$ cat src/rtl/tmrcmp_pkg.sv
package tmrcmp_pkg;

  typedef enum logic [2:0] {
    MODE_FROZEN = 3'b000,
    MODE_SET    = 3'b001,
    MODE_CLEAR  = 3'b010,
    MODE_TOGGLE = 3'b011,
    MODE_FLOW   = 3'b100,
    MODE_FHIGH  = 3'b101,
    MODE_PWM0   = 3'b110,
    MODE_PWM1   = 3'b111
  } cmpMode_e;

  localparam int MODE_LSB  = 4;
  localparam int MODE_BITS = 3;
  localparam int DIR_BIT   = 0;
  localparam int MPOL_BIT  = 1;
  localparam int CPOL_BIT  = 2;

  localparam logic [1:0] ADDR_CTRL   = 2'd0;
  localparam logic [1:0] ADDR_CMP    = 2'd1;
  localparam logic [1:0] ADDR_RELOAD = 2'd2;

  // strobes from control to datapath
  typedef struct packed {
    logic ldCmp;
    logic ldReload;
    logic cntDown;
  } dpCtl_t;

  // comparison results from datapath to control
  typedef struct packed {
    logic eq;
    logic lt;
    logic gt;
  } cmpFlags_t;

endpackage

$ cat src/rtl/tmrcmp_datapath.sv
module tmrcmp_datapath
  import tmrcmp_pkg::*;
#(
  parameter int W = 16
) (
  input  logic         clk,
  input  logic         rstN,
  input  logic         cntEn,
  input  logic [W-1:0] wrData,
  input  dpCtl_t       dpCtl,
  output cmpFlags_t    flags,
  output logic [W-1:0] cntOut
);

  localparam logic [W-1:0] ONE  = W'(1);
  localparam logic [W-1:0] ZERO = '0;

  logic [W-1:0] cmpQ;
  logic [W-1:0] reloadQ;
  logic [W-1:0] cntQ;
  logic [W-1:0] cntNext;

  always_comb begin
    cntNext = cntQ;
    if (cntEn) begin
      if (dpCtl.cntDown) begin
        cntNext = (cntQ == ZERO) ? reloadQ : cntQ - ONE;
      end else begin
        cntNext = (cntQ == reloadQ) ? ZERO : cntQ + ONE;
      end
    end
  end

  always_ff @(posedge clk or negedge rstN) begin
    if (!rstN) begin
      cmpQ    <= '0;
      reloadQ <= '0;
      cntQ    <= '0;
    end else begin
      cntQ <= cntNext;
      if (dpCtl.ldCmp)    cmpQ    <= wrData;
      if (dpCtl.ldReload) reloadQ <= wrData;
    end
  end

  always_comb begin
    flags.eq = (cntQ == cmpQ);
    flags.lt = (cntQ <  cmpQ);
    flags.gt = (cntQ >  cmpQ);
  end

  assign cntOut = cntQ;

endmodule

$ cat src/rtl/tmrcmp_ctrl.sv
module tmrcmp_ctrl
  import tmrcmp_pkg::*;
#(
  parameter int W = 16
) (
  input  logic         clk,
  input  logic         rstN,
  input  logic         wrEn,
  input  logic [1:0]   wrAddr,
  input  logic [W-1:0] wrData,
  input  cmpFlags_t    flags,
  output dpCtl_t       dpCtl,
  output logic         refOut,
  output logic         mainPol,
  output logic         compPol,
  output logic [2:0]   modeOut
);

  cmpMode_e modeQ;
  cmpMode_e prevModeQ;
  logic     downQ;
  logic     mainPolQ;
  logic     compPolQ;
  logic     refQ;
  logic     matchDlyQ;
  logic     lvlDlyQ;

  logic     ctrlWr;
  logic     pwm0Lvl;
  logic     lvl;
  logic     matchEvt;
  logic     pwmUpd;
  logic     refNext;

  assign ctrlWr = wrEn && (wrAddr == ADDR_CTRL);

  always_comb begin
    dpCtl.ldCmp    = wrEn && (wrAddr == ADDR_CMP);
    dpCtl.ldReload = wrEn && (wrAddr == ADDR_RELOAD);
    dpCtl.cntDown  = downQ;
  end

  // PWM target level for the current direction and mode
  assign pwm0Lvl  = downQ ? !flags.gt : flags.lt;
  assign lvl      = (modeQ == MODE_PWM1) ? !pwm0Lvl : pwm0Lvl;
  assign matchEvt = flags.eq && !matchDlyQ;
  assign pwmUpd   = (prevModeQ == MODE_FROZEN) || (lvl != lvlDlyQ);

  always_comb begin
    refNext = refQ;
    unique case (modeQ)
      MODE_FROZEN: refNext = refQ;
      MODE_SET:    if (matchEvt) refNext = 1'b1;
      MODE_CLEAR:  if (matchEvt) refNext = 1'b0;
      MODE_TOGGLE: if (matchEvt) refNext = !refQ;
      MODE_FLOW:   refNext = 1'b0;
      MODE_FHIGH:  refNext = 1'b1;
      MODE_PWM0,
      MODE_PWM1:   if (pwmUpd) refNext = lvl;
      default:     refNext = refQ;
    endcase
  end

  always_ff @(posedge clk or negedge rstN) begin
    if (!rstN) begin
      modeQ     <= MODE_FROZEN;
      prevModeQ <= MODE_FROZEN;
      downQ     <= 1'b0;
      mainPolQ  <= 1'b0;
      compPolQ  <= 1'b0;
      refQ      <= 1'b0;
      matchDlyQ <= 1'b0;
      lvlDlyQ   <= 1'b0;
    end else begin
      refQ      <= refNext;
      prevModeQ <= modeQ;
      matchDlyQ <= flags.eq;
      lvlDlyQ   <= lvl;
      if (ctrlWr) begin
        modeQ    <= cmpMode_e'(wrData[MODE_LSB +: MODE_BITS]);
        downQ    <= wrData[DIR_BIT];
        mainPolQ <= wrData[MPOL_BIT];
        compPolQ <= wrData[CPOL_BIT];
      end
    end
  end

  assign refOut  = refQ;
  assign mainPol = mainPolQ;
  assign compPol = compPolQ;
  assign modeOut = modeQ;

endmodule

$ cat src/rtl/tmrcmp_top.sv
module tmrcmp_top
  import tmrcmp_pkg::*;
#(
  parameter int W = 16
) (
  input  logic         clk,
  input  logic         rstN,
  input  logic         wrEn,
  input  logic [1:0]   wrAddr,
  input  logic [W-1:0] wrData,
  input  logic         cntEn,
  output logic [W-1:0] cntOut,
  output logic         refOut,
  output logic         mainOut,
  output logic         compOut
);

  dpCtl_t     dpCtl;
  cmpFlags_t  flags;
  logic       mainPol;
  logic       compPol;
  logic [2:0] modeSig;

  tmrcmp_datapath #(.W(W)) dp_i (
    .clk    (clk),
    .rstN   (rstN),
    .cntEn  (cntEn),
    .wrData (wrData),
    .dpCtl  (dpCtl),
    .flags  (flags),
    .cntOut (cntOut)
  );

  tmrcmp_ctrl #(.W(W)) ctrl_i (
    .clk     (clk),
    .rstN    (rstN),
    .wrEn    (wrEn),
    .wrAddr  (wrAddr),
    .wrData  (wrData),
    .flags   (flags),
    .dpCtl   (dpCtl),
    .refOut  (refOut),
    .mainPol (mainPol),
    .compPol (compPol),
    .modeOut (modeSig)
  );

  assign mainOut = refOut ^ mainPol;
  assign compOut = !refOut ^ compPol;

endmodule

$ cat config.mk
export PLATFORM = sky130hd
export DESIGN_NAME = tmrcmp_top
export DESIGN_NICKNAME = d
export VERILOG_FILES = /design/src/rtl/tmrcmp_pkg.sv /design/src/rtl/tmrcmp_datapath.sv /design/src/rtl/tmrcmp_ctrl.sv /design/src/rtl/tmrcmp_top.sv
export SDC_FILE = /design/constraint.sdc
export NUM_CORES = 1
export LEC_CHECK = 0
export BUFFER_PORTS_ARGS = -buffer_cell sky130_fd_sc_hd__buf_2
export CAP_MARGIN = 15
export CORE_UTILIZATION = 43
export DETAILED_ROUTE_END_ITERATION = 12
export PLACE_DENSITY = 0.7
export RECOVER_POWER = 25
export SLEW_MARGIN = 20
export SYNTH_ARGS = -nofsm -noshare
export SYNTH_HDL_FRONTEND = slang
export SYNTH_SLANG_ARGS = --single-unit
$ cat constraint.sdc
create_clock -name clk -period 3.8 [get_ports clk]
set_input_delay 0.76 -clock clk [delete_from_list [all_inputs] [get_ports clk]]
set_output_delay 0.76 -clock clk [all_outputs]
set_load 0.01 [all_outputs]
==> impl_metrics.ini <==
[sta]
setup_viol_count_final = 0
final-hold-violation-count = 0
tns_ns = 0
relSlewSlack = 0.391
rsz0062_at_grt = false
layout_min_cycle_time_ns = 2.53
fin_skew_ns = 0.0107
fmax_ghz = 0.396
final.period_utilization = 0.665
slew_violations = 0
worst_pin_slew_ns = 0.911

[cts]
post_cts_buffers = 0
cts_buffers = 9
cts_hold_buf = 0
clk_pin_slew_ns = 0.07
clockBufferDepth = 2
h-tree-depth = 3
clk_latency_ns = 0.35
cts_resized = 0
clock_sinks = 60
cts_root_buf = clkbuf_8
cts_tree = built

[synth]
ys_seq_elements = 60
synth.distinct_cells = 54
synth_edf_count = 0
syn_area_per_cell_um2 = 10.2
postSynthCellCount = 377
yosysWarnings = 0
synth_top_flop_cell = dfrtp_1
async_flop_share = 1.00
synth.cell_area_mm2 = 0.00385
ys_seq_area_frac = 0.390
syn_nets = 418

[grt]
use_met2 = 0.303
grt_pass1_vias = 2941
grt.met1_usage = 0.271
grt_max_degree = 50
grt_use_total = 0.198
top_usage_layer = met2
grt_antenna_before_repair = 0
gr-usage-met3 = 0.0332
overflow = 0
grt_pass1_wl_um = 14800

[critical_path]
r2r_start = dp_i.cntOut[13]
path_max_fanout = 12
r2r-end = ctrl_i.refOut
rr_worst_depth = 7
critPathRequiredTime_ns = 4.07
endpoint_kind = register
cp-start-kind = register
r2r_slack_ns = 1.27
crit_arrival_ns = 2.79
crit_type = register to register

[floorplan]
pin_count = 41
core_mm2 = 0.00868
rows = 34
die_y_um = 96.6
start_util = 0.443
fp.dieArea_mm2 = 0.00933
die_w_um = 96.6

[placed_design]
dpl.hpwl_um = 6400
portBuffers = 40
gp_congestion = 0.862

[layout]
utilization = 0.494
syn2layout_area_growth_pct = 11.3
drive_gt1_frac = 0.273
antennaDiodeCount = 0
fin_nets = 447
n_fill_cell = 822

[detailed_routing]
post_drt_wl_per_cell_um = 17.0
ant_nets = 0
firstDrtPassIters = 5
drt_iter0_markers = 268
vias = 3025
wl_um = 8810
viasPerCell = 5.83
drc = 0

[pwr]
p_per_area_mw_per_mm2 = 677
p_leak_nw = 1.96
peakVddDrop_v = 0.000293

[job]
max_cap_viol_count = 0

[min_path]
hold_class = input port to asynchronous set/reset pin

[outcome]
run_status = complete, no violations
-- power by group --
part	switching, mW	internal, mW
combinational	0.574	0.531
clock	0.245	0.420
sequential	0.336	0.793
-- logic make-up (layout without fill, tap and decap cells) --
family          count (synthesis)  count (layout)  synth area share
simple gates                  104             104             0.164
compound gates                 78              78             0.138
flops                          60              60             0.390
buf+inv                        46              80            0.0611
mux                            37              37             0.108
xor+xnor                       33              33            0.0770
fa+ha+maj                      19              19            0.0618
-- registers in the layout (all words and copies together), names as in the netlist --
name and count:
ctrl_i.refOut 1, ctrl_i.lvlDlyQ 1, ctrl_i.modeOut 3, dp_i.cntOut 16, dp_i.reloadQ 16, ctrl_i.matchDlyQ 1
ctrl_i.compPol 1, ctrl_i.prevModeQ 3, dp_i.cmpQ 16, ctrl_i.mainPol 1, ctrl_i.downQ 1
-- how the worst max path moves through the flow --
stage	from	slack [ns]	end	depth (start not counted)
2_1_floorplan	dp_i.cntOut[1]	1.61	ctrl_i.refOut	8
3_3_place_gp	dp_i.cntOut[13]	1.32	ctrl_i.refOut	8
3_5_place_dp	dp_i.cntOut[13]	1.32	ctrl_i.refOut	8
4_1_cts	dp_i.cntOut[13]	1.31	ctrl_i.refOut	8
5_1_grt	dp_i.cntOut[13]	1.08	ctrl_i.refOut	8
6_report	dp_i.cntOut[13]	1.27	ctrl_i.refOut	7
-- metrics by stage --
| stage | hold slack (ns) | instance area, um2 | std cells | setup WS (ns) | power (mW) |
|---|---|---|---|---|---|
| after floorplan | 0.462 | 3850 | 377 | 1.61 | 1.95 |
| after global placement | 0.491 | 4050 | 503 | 1.32 | 2.19 |
| after detailed placement | 0.497 | 4050 | 503 | 1.32 | 2.23 |
| after CTS | 0.510 | 4280 | 519 | 1.31 | 2.91 |
| after global routing | 0.488 | 4280 | 519 | 1.08 | 3.10 |
| final | 0.427 | 4280 | 519 | 1.27 | 2.90 |
-- cells in the mapped netlist, drive strengths merged, types with 2 or more instances --
cell	count	area, um2
nor4b	6	52.6
buf	17	125
xor2	21	184
nand2	26	100
a22o	6	52.6
a21oi	12	60.1
a211oi	6	50.1
mux2	37	417
o211ai	3	27.5
dfrtp	60	1500
clkbuf	7	27.5
and3	4	26.3
or3	2	17.5
ha	19	238
nand3	14	80.1
nor2	13	48.8
a211o	5	43.8
a31oi	2	12.5
nand4	7	58.8
nand3b	3	22.5
nor2b	4	25.0
inv	22	82.6
nor4	8	92.6
xnor2	12	113
or4	2	15.0
a21o	5	37.5
o32ai	4	35.0
o21ai	28	144
nor3	13	76.3
-- routing by layer --
metal	wire [um]	part of all wire
met1	4030	0.46
met2	4130	0.47
met3	407	0.046
met4	242	0.027
met5	0	0
-- layout by cell type, fill, tap and decap left out, types with 4 or more instances in the layout --
master / n
a211o_1: 5
a211oi_1: 5
a21o_1: 5
a21oi_1: 12
a22o_1: 6
buf_2: 39
clkbuf_8: 12
dfrtp_1: 60
ha_1: 19
inv_1: 22
mux2_2: 37
nand2_1: 25
nand3_1: 12
nand4_1: 6
nor2_1: 13
nor2b_1: 4
nor3_1: 12
nor4_1: 4
nor4b_1: 6
o21ai_0: 22
o21ai_1: 5
o32ai_1: 4
xnor2_1: 11
xor2_1: 21
-- final cells by class --
type | count | area (um2) | share of cell area
tap | 108 | 135 | 0.0315
sequential | 60 | 1500 | 0.350
clock buffer | 12 | 165 | 0.0386
multi-input combinational | 271 | 2110 | 0.493
inverter | 22 | 82.6 | 0.0193
clock inverter | 4 | 70.1 | 0.0164
timing repair buffer | 42 | 218 | 0.0508
-- critical path, stage by stage, from the launching register on --
cell	delay [ns]
dfrtp_1	0.53
ha_1	0.38
nand4_1	0.29
a2111oi_0	0.48
o41a_1	0.31
xnor2_2	0.15
xnor2_1	0.11
a211oi_2	0.21
(Power assumes the default switching activity.)
